--- config.mk ---
export PLATFORM = sky130hd
export DESIGN_NAME = prescaled_pwm
export DESIGN_NICKNAME = d
export VERILOG_FILES = /design/src/rtl/pwmc_pkg.sv /design/src/rtl/pwmc_ctrl.sv /design/src/rtl/pwmc_chan.sv /design/src/rtl/prescaled_pwm.sv
export SDC_FILE = /design/constraint.sdc
export NUM_CORES = 1
export LEC_CHECK = 0
export ABC_AREA = 1
export BUFFER_PORTS_ARGS = -buffer_cell sky130_fd_sc_hd__buf_2
export CAP_MARGIN = 20
export CORE_MARGIN = 1
export CORE_UTILIZATION = 54
export CTS_BUF_LIST = sky130_fd_sc_hd__clkbuf_4 sky130_fd_sc_hd__clkbuf_8 sky130_fd_sc_hd__clkbuf_16
export CTS_CLUSTER_SIZE = 20
export DETAILED_ROUTE_END_ITERATION = 10
export GPL_TIMING_DRIVEN = 0
export PLACE_DENSITY_LB_ADDON = 0.05
export SLEW_MARGIN = 5
export SYNTH_ARGS = -nofsm -noshare
export SYNTH_HDL_FRONTEND = slang
export SYNTH_SLANG_ARGS = --single-unit
--- constraint.sdc ---
create_clock -name clk -period 1.45 [get_ports clk]
set_input_delay 0.0725 -clock clk [delete_from_list [all_inputs] [get_ports clk]]
set_output_delay 0.0725 -clock clk [all_outputs]
set_load 0.02 [all_outputs]
--- src/rtl/pwmc_pkg.sv ---
package pwmc_pkg;
  localparam int PRE_W  = 6;
  localparam int CNT_W  = 10;
  localparam int DATA_W = 32;

  localparam logic [1:0] REG_CTRL = 2'd0;
  localparam logic [1:0] REG_DUTY = 2'd1;
  localparam logic [1:0] REG_PER  = 2'd2;

  // one channel's programmable settings (shadow and active copies)
  typedef struct packed {
    logic [PRE_W-1:0] pre;
    logic             abrupt;
    logic [CNT_W-1:0] dc;
    logic             full;
    logic [CNT_W-1:0] pv;
  } chanCfg_t;

  // strobes from control to a channel datapath
  typedef struct packed {
    logic clear;  // hold counters at zero
    logic count;  // channel running: advance counters
    logic load;   // copy shadow settings into the active set
  } chanStb_t;
endpackage

--- src/rtl/pwmc_ctrl.sv ---
module pwmc_ctrl
  import pwmc_pkg::*;
#(
  parameter int NUM_CH = 2,
  parameter int ADDR_W = 5
) (
  input  logic              clk,
  input  logic              rstN,
  input  logic              wrEn,
  input  logic [ADDR_W-1:0] addr,
  input  logic [DATA_W-1:0] wdata,
  output logic [DATA_W-1:0] rdata,
  input  logic [NUM_CH-1:0] chanEn,
  input  logic [NUM_CH-1:0] bound,
  input  logic [NUM_CH-1:0] actAbrupt,
  output chanCfg_t          cfgSh [NUM_CH],
  output chanStb_t          stb   [NUM_CH],
  output logic [NUM_CH-1:0] run
);
  localparam int SEL_W = ADDR_W - 4;

  logic [SEL_W-1:0] chSel;
  logic [1:0]       regSel;
  logic             wordOk;

  assign chSel  = addr[ADDR_W-1:4];
  assign regSel = addr[3:2];
  assign wordOk = (addr[1:0] == 2'b00) && (int'(chSel) < NUM_CH) && (regSel != 2'd3);

  for (genvar c = 0; c < NUM_CH; c++) begin : g_ch
    logic hitC;
    assign hitC = wrEn && wordOk && (int'(chSel) == c);

    always_ff @(posedge clk) begin
      if (!rstN) begin
        cfgSh[c] <= '0;
      end else if (hitC) begin
        case (regSel)
          REG_CTRL: begin
            cfgSh[c].pre    <= wdata[PRE_W-1:0];
            cfgSh[c].abrupt <= wdata[PRE_W];
          end
          REG_DUTY: begin
            cfgSh[c].dc   <= wdata[CNT_W-1:0];
            cfgSh[c].full <= wdata[CNT_W];
          end
          REG_PER: cfgSh[c].pv <= wdata[CNT_W-1:0];
          default: ;
        endcase
      end
    end

    // running channel keeps going on a low enable until its stop condition
    always_ff @(posedge clk) begin
      if (!rstN)       run[c] <= 1'b0;
      else if (run[c]) run[c] <= chanEn[c] || !(actAbrupt[c] || bound[c]);
      else             run[c] <= chanEn[c];
    end

    assign stb[c].count = run[c];
    assign stb[c].clear = !run[c];
    assign stb[c].load  = !run[c] || bound[c];
  end

  always_comb begin
    rdata = '0;
    for (int c = 0; c < NUM_CH; c++) begin
      if (wordOk && int'(chSel) == c) begin
        case (regSel)
          REG_CTRL: rdata[PRE_W:0] = {cfgSh[c].abrupt, cfgSh[c].pre};
          REG_DUTY: rdata[CNT_W:0] = {cfgSh[c].full, cfgSh[c].dc};
          REG_PER:  rdata[CNT_W-1:0] = cfgSh[c].pv;
          default:  rdata = '0;
        endcase
      end
    end
  end
endmodule

--- src/rtl/pwmc_chan.sv ---
module pwmc_chan
  import pwmc_pkg::*;
(
  input  logic     clk,
  input  logic     rstN,
  input  chanStb_t stb,
  input  chanCfg_t cfgSh,
  output logic     pwmOut,
  output logic     bound,
  output logic     actAbrupt
);
  chanCfg_t         act;
  logic [PRE_W-1:0] preCnt;
  logic [CNT_W-1:0] perCnt;
  logic             tick;

  assign tick      = (preCnt == act.pre);
  assign bound     = stb.count && tick && (perCnt == act.pv);
  assign actAbrupt = act.abrupt;

  always_ff @(posedge clk) begin
    if (!rstN) begin
      act <= '0;
    end else if (stb.load) begin
      act <= cfgSh;
    end
  end

  always_ff @(posedge clk) begin
    if (!rstN || stb.clear) begin
      preCnt <= '0;
      perCnt <= '0;
    end else if (stb.count) begin
      if (tick) begin
        preCnt <= '0;
        perCnt <= (perCnt == act.pv) ? '0 : perCnt + 1'b1;
      end else begin
        preCnt <= preCnt + 1'b1;
      end
    end
  end

  assign pwmOut = stb.count && (act.full || (perCnt < act.dc));
endmodule

--- src/rtl/prescaled_pwm.sv ---
module prescaled_pwm
  import pwmc_pkg::*;
#(
  parameter int NUM_CH = 2,
  parameter int ADDR_W = 5
) (
  input  logic              clk,
  input  logic              rstN,
  input  logic              wrEn,
  input  logic [ADDR_W-1:0] addr,
  input  logic [31:0]       wdata,
  output logic [31:0]       rdata,
  input  logic [NUM_CH-1:0] chanEn,
  output logic [NUM_CH-1:0] pwmOut
);
  chanCfg_t          cfgSh [NUM_CH];
  chanStb_t          stb   [NUM_CH];
  logic [NUM_CH-1:0] chRun;
  logic [NUM_CH-1:0] chBound;
  logic [NUM_CH-1:0] actAbrupt;

  pwmc_ctrl #(.NUM_CH(NUM_CH), .ADDR_W(ADDR_W)) u_ctrl (
    .clk(clk), .rstN(rstN), .wrEn(wrEn), .addr(addr), .wdata(wdata),
    .rdata(rdata), .chanEn(chanEn), .bound(chBound), .actAbrupt(actAbrupt),
    .cfgSh(cfgSh), .stb(stb), .run(chRun)
  );

  for (genvar c = 0; c < NUM_CH; c++) begin : g_dp
    pwmc_chan u_chan (
      .clk(clk), .rstN(rstN), .stb(stb[c]), .cfgSh(cfgSh[c]),
      .pwmOut(pwmOut[c]), .bound(chBound[c]), .actAbrupt(actAbrupt[c])
    );
  end
endmodule

# Word level (Yosys, flattened, before mapping)
# Cells that the tools add are included.
# Widths: inputs -> output; s select.
dict set report word_totals {
  regBits 146
  latchBits 0
  mem_bits_rw 0
  mem_bits_ro 0
  inputBits 42
  out_inout_bits 34
  word_cells 92
  memories 0
}
dict set report classes {
  n_addsub 4
  multipliers 0
  div 0
  order_cmp 2
  eq_ne 7
  n_shift 0
  n_mux 14
  bitwise_logic 1
  reduce_logical 38
}
# operator n
set ops {}
lappend ops {{$pmux 7 s3} 2}
lappend ops {{$mux 32} 1}
lappend ops {{$add 10x1->10 const B} 2}
lappend ops {{$eq 10x10->1} 2}
lappend ops {{$lt 10x10->1} 2}
lappend ops {{$mux 10} 2}
lappend ops {{$reduce_and 2->1} 8}
lappend ops {{$add 6x1->6 const B} 2}
lappend ops {{$eq 6x6->1} 2}
lappend ops {{$logic_and 1x1->1} 12}
lappend ops {{$mux 6} 2}
lappend ops {{$mux 11} 1}
lappend ops {{$logic_or 1x1->1} 10}
lappend ops {{$pmux 3 s3} 1}
lappend ops {{$pmux 3 s2} 1}
lappend ops {{$logic_not 1->1} 5}
lappend ops {{$logic_not 2->1} 2}
lappend ops {{$mux 1} 3}
lappend ops {{$eq 2x1->1 const B} 1}
lappend ops {{$eq 2x2->1 const B} 1}
lappend ops {{$ne 2x2->1 const B} 1}
lappend ops {{$pmux 1 s2} 1}
lappend ops {{$reduce_or 2->1} 1}
lappend ops {{$not 1->1} 1}

# Longest topological paths before layout
dict set report depth {
  ltp_word 7
  mapped_depth 11
  mapped_depth_nobuf 10
}

# Hierarchy
# From an unflattened synthesis, not the netlist that was laid out.
dict set report hier_totals {
  cells_unflattened 1123
  hier_area_um2 7905.1
}
# module instances cells_per_inst area_per_inst_um2 seq_area_each_um2
set by_module_without_submodules {}
lappend by_module_without_submodules {pwmc_ctrl 1 461 3176.8 1161.1}
lappend by_module_without_submodules {{pwmc_chan (g_dp[0].u_chan)} 1 332 2377.3 880.8}
lappend by_module_without_submodules {{pwmc_chan (g_dp[1].u_chan)} 1 330 2351.0 880.8}

# Least setup slack after synthesis
# Ideal clock, no wire load.
dict set report synth_path {
  kind {register to register}
  start {register g_dp[0].u_chan.perCnt[0]}
  end {register g_dp[0].u_chan.act[19] (netlist bit)}
  setup_time_ps 114
  arrival_ps 1349
  required_time_ps 1336
  path_slack_ps -14
  path_stages_with_launch 12
  n_path_buf 2
  period_less_slack_ps 1464
  cell_sequence {dfxtp_1 inv_2 nand2_1 nand2_1 a21oi_2 nand2_1 nor2_4 nand2_2 buf_6 buf_6 a21oi_2 nor2_1}
}
dict set report synth_between {
  elab_chain_cells 3
}
# element line
set synth_lines {}
lappend synth_lines {{start, declared} pwmc_chan.sv:14} ;# logic [CNT_W-1:0] perCnt;
lappend synth_lines {{start signal, assigned} pwmc_chan.sv:36} ;# perCnt <= (perCnt == act.pv) ? '0 : perCnt + 1'b1;
lappend synth_lines {{$eq 10x10->1} pwmc_chan.sv:18} ;# assign bound = stb.count && tick && (perCnt == act.pv);
lappend synth_lines {{$logic_and 1x1->1} pwmc_chan.sv:18}
lappend synth_lines {{$logic_or 1x1->1} pwmc_ctrl.sv:62} ;# assign stb[c].load = !run[c] || bound[c];
lappend synth_lines {{end signal, assigned} pwmc_chan.sv:25} ;# act <= cfgSh;
lappend synth_lines {{end, declared} pwmc_chan.sv:12} ;# chanCfg_t act;
# No other way between the ends.
# A chain may end at the register's enable or synchronous reset.

# Worst setup path in the final report
dict set report layout_path {
  start {register g_dp[0].u_chan.perCnt[7]}
  end {output pwmOut[0]}
}
dict set report layout_between {
  elab_chain_cells 3
}
# element line
set layout_lines {}
lappend layout_lines {{$lt 10x10->1} pwmc_chan.sv:43} ;# assign pwmOut = stb.count && (act.full || (perCnt < act.dc));
lappend layout_lines {{$logic_or 1x1->1} pwmc_chan.sv:43}
lappend layout_lines {{$logic_and 1x1->1} pwmc_chan.sv:43}
lappend layout_lines {{end, declared} prescaled_pwm.sv:14} ;# output logic [NUM_CH-1:0] pwmOut
# No other way between the ends.

==> results.md <==
* Status: finished, violations left
* Failing checks: negative setup slack
* Vias at 7942
* CTS Root Cell: clkbuf_16
* Row cnt at 43
* Antenna violations before repair at 0
* Final antenna-violating net count at 0
* Unrepaired setup endpoints after global routing: true
* CTS sink count at 146
* # port buffers at 33
* Synth Cell Area at 7714 sq um
* Worst Hold Class: primary input to flip-flop
* FMAX at 526.4 MHz
* Crit path launch type: flip-flop
* Max incr delay on CP at 360 ps
* Final number of setup-violating endpoints at 89
* Layout cell share with drive strength beyond 1 at 38.83%
* Area grow syn2layout at 43.34%
* Max-Cap Viols at 0
* Core area at 13880 sq um
* Worst-Skew Late Latency at 430 ps
* Final WL at 24.98 mm
* Final Hold Vio Count at 0
* Die Ht at 121.5 um
* Worst clock skew at 9.572 ps
* Top Usage Layer GRT: met2
* DRT iter0 DRCs at 803
* H-tree Lvls at 4
* Async SR Flop Fraction at 0%
* Unique masters post-synth at 32
* DRC Markers at 0
* EDFF count, synth at 0
* GP Congestion at 0.8872
* Clk pin slew, worst setup/hold paths at 60 ps
* First-pass GRT wire length at 37.18 mm
* Yosys reg bits at 146
* Worst endpoint data arrival time at 1830 ps
* Crit path max-delay cell type: dfxtp_4
* Leak Pwr at 4.742 nW
* Initial Util at 55.57%
* Slew Viols, Final at 0
* Bufs on Longest Clock Path at 2
* Via-per-instance ratio at 5.489
* Slew headroom at 43.93%
* Synth Warn # at 0
* Tcrit/Tclk final at 131.0%
* Congestion Overflow GR at 0
* Pwr per Cell Area at 1417 nW/um^2
* Total Power at 15.66 mW
* Final HPWL DP at 15.33 mm
* Synthesized instance count at 1119
* Largest net degree at the start of global routing at 17
* Worst vdd ir at 1.262 mV
* Worst Max-Slew Pin Slew at 841.1 ps
* Sequence of cells on the critical path: ha_4 > a21oi_2 > nor2_1 > a211oi_2 > nand3_1 > a21oi_2 > buf_6
* I/O pin total at 76
* Top FF cell, synth: dfxtp_1
* Post-synthesis sequential area ratio at 37.89%
* Grt met1 use at 47.19%
* Most frequent CP cell: a21oi_2
* Worst-path maximum fanout at 2
* Worst path required time at 1380 ps
* Met2 GRT Util at 50.18%
* Met3 Use GR at 6.062%
* CP endpoint kind: output pin
* Avg WL per Cell at 17.26 um
* Number of global-route vias before repair at 7147
* Number of fill cells in the layout at 954
* Syn_area_per_cell at 6.893 sq um
* CP Class: flip-flop to output pin
* Minimum clock period at 1900 ps
* ANT cells at 0
* CTS tree: yes
* GRT Total Usage at 33.07%
* Core Util, Final at 79.66%
* CTS buffer count at 17
* Setup WS post-layout at -449.7 ps
* Die X at 121.5 um
* Layout Nets at 1323
* Die area at 14770 sq um
* First-pass detailed-route iteration total at 6
==> per-layer routing <==
layer  vias to the layer above  share of wire (%)
li1                       3837                  -
met1                      3673                 43
met2                       382                 46
met3                        50                8.5
met4                         0                2.3
met5                         -                  0
==> through the flow <==
| step | instance area [sq um] | setup slack (ps) | hold WS [ps] | setup TNS, ps | instances |
|---|---|---|---|---|---|
| floorplan | 7791 | 9.006 | 204.0 | 0 | 1139 |
| CTS | 10350 | -379.0 | 2.071 | -15400 | 1434 |
| finish | 11060 | -449.7 | 15.08 | -18020 | 1447 |
| global placement | 8182 | -460.9 | 315.3 | -36580 | 1352 |
| global route | 11060 | -512.9 | 14.05 | -23050 | 1447 |
| detailed placement | 8182 | -479.5 | 317.6 | -37790 | 1352 |
==> Yosys cell counts, types with 20 or more instances <==
| master | instances | area (sq um) |
|---|---|---|
| o21ai_0 | 57 | 285.3 |
| a21oi_1 | 63 | 315.3 |
| nand3_1 | 85 | 425.4 |
| clkbuf_1 | 20 | 75.07 |
| ha_1 | 26 | 325.3 |
| inv_1 | 97 | 364.1 |
| a21oi_2 | 40 | 350.3 |
| nor2_1 | 219 | 822.0 |
| nand2_1 | 214 | 803.3 |
| dfxtp_1 | 146 | 2923 |
| buf_4 | 25 | 187.7 |
| inv_2 | 20 | 75.07 |
| a22o_1 | 20 | 175.2 |
==> logic make-up after synthesis <==
family	Yosys count	synth area share, %
other	1	0.04862
xor gates and xnor gates	12	1.363
adders and majority gates	26	4.217
AOI/OAI and AO/OA	196	16.14
buffers and inverters	193	11.40
and+or+nand+nor	545	28.94
DFF	146	37.89
==> cell type report <==
class                      instances  area [sq um]  area share (%)
inverter                         119         474.2           4.289
tap                              180         225.2           2.037
clock inverter                    12         205.2           1.856
buffer                            70         548.0           4.956
multi-input combinational        800          5086           46.00
clock buffer                      19         440.4           3.983
timing repair buffer             101          1026           9.279
sequential                       146          3052           27.60
==> critical path, delay by kind of cell, from the launching register on <==
| kind | cells | cell delay [ps] |
|---|---|---|
| simple gates | 2 | 190 |
| fa+ha+maj | 1 | 240 |
| flops | 1 | 360 |
| compound gates | 3 | 470 |
| buf+inv | 1 | 130 |
==> cell usage in the layout (no fill, tap or decap), drive strengths merged, types with 5 or more instances in the layout <==
master and count:
conb 21, dfxtp 146, bufinv 5, inv 120, a22o 20, nor3 13
ha 26, o21ai 57, nand3 87, nand2 216, nor2 224, o22ai 7
clkbuf 37, buf 142, a21oi 103, xor2 12, dlygate4sd3 11
==> final timing paths <==
kind	from	end	slack, ps	cells after the start
worst min-delay path	wdata[4]	u_ctrl.cfgSh[54]	20	3
worst min register to register	g_dp[1].u_chan.preCnt[0]	g_dp[1].u_chan.preCnt[0]	440	1
worst max register to register	g_dp[1].u_chan.perCnt[1]	g_dp[1].u_chan.act[1]	-320	12
worst max-delay path	g_dp[0].u_chan.perCnt[7]	pwmOut[0]	-450	7
==> what timing repair did <==
| action | 4_1_cts | 5_1_grt |
|---|---|---|
| pin swaps | 79 | 83 |
| hold buffers | 11 | 0 |
| setup buffers | 34 | 18 |
| hold endpoints to repair | 31 | 0 |
| gates cloned | 10 | 1 |
| resized for setup | 283 | 160 |
| setup endpoints to repair | 90 | 134 |
==> state kept, by name, indices dropped and copies added (netlist names) <==
signal	count
g_dp.u_chan.perCnt	20
g_dp.u_chan.actAbrupt	2
g_dp.u_chan.preCnt	12
g_dp.u_chan.act	54
u_ctrl.run	2
u_ctrl.cfgSh	56
==> where the power goes <==
part	switching (mW)	leakage (nW)	internal, mW
Clock	1.77	0.311	3.09
Combinational	3.40	3.21	2.97
Sequential	0.159	1.22	4.27
Total	5.33	4.74	10.3
Note: power is estimated with default switching activity, not from simulation.
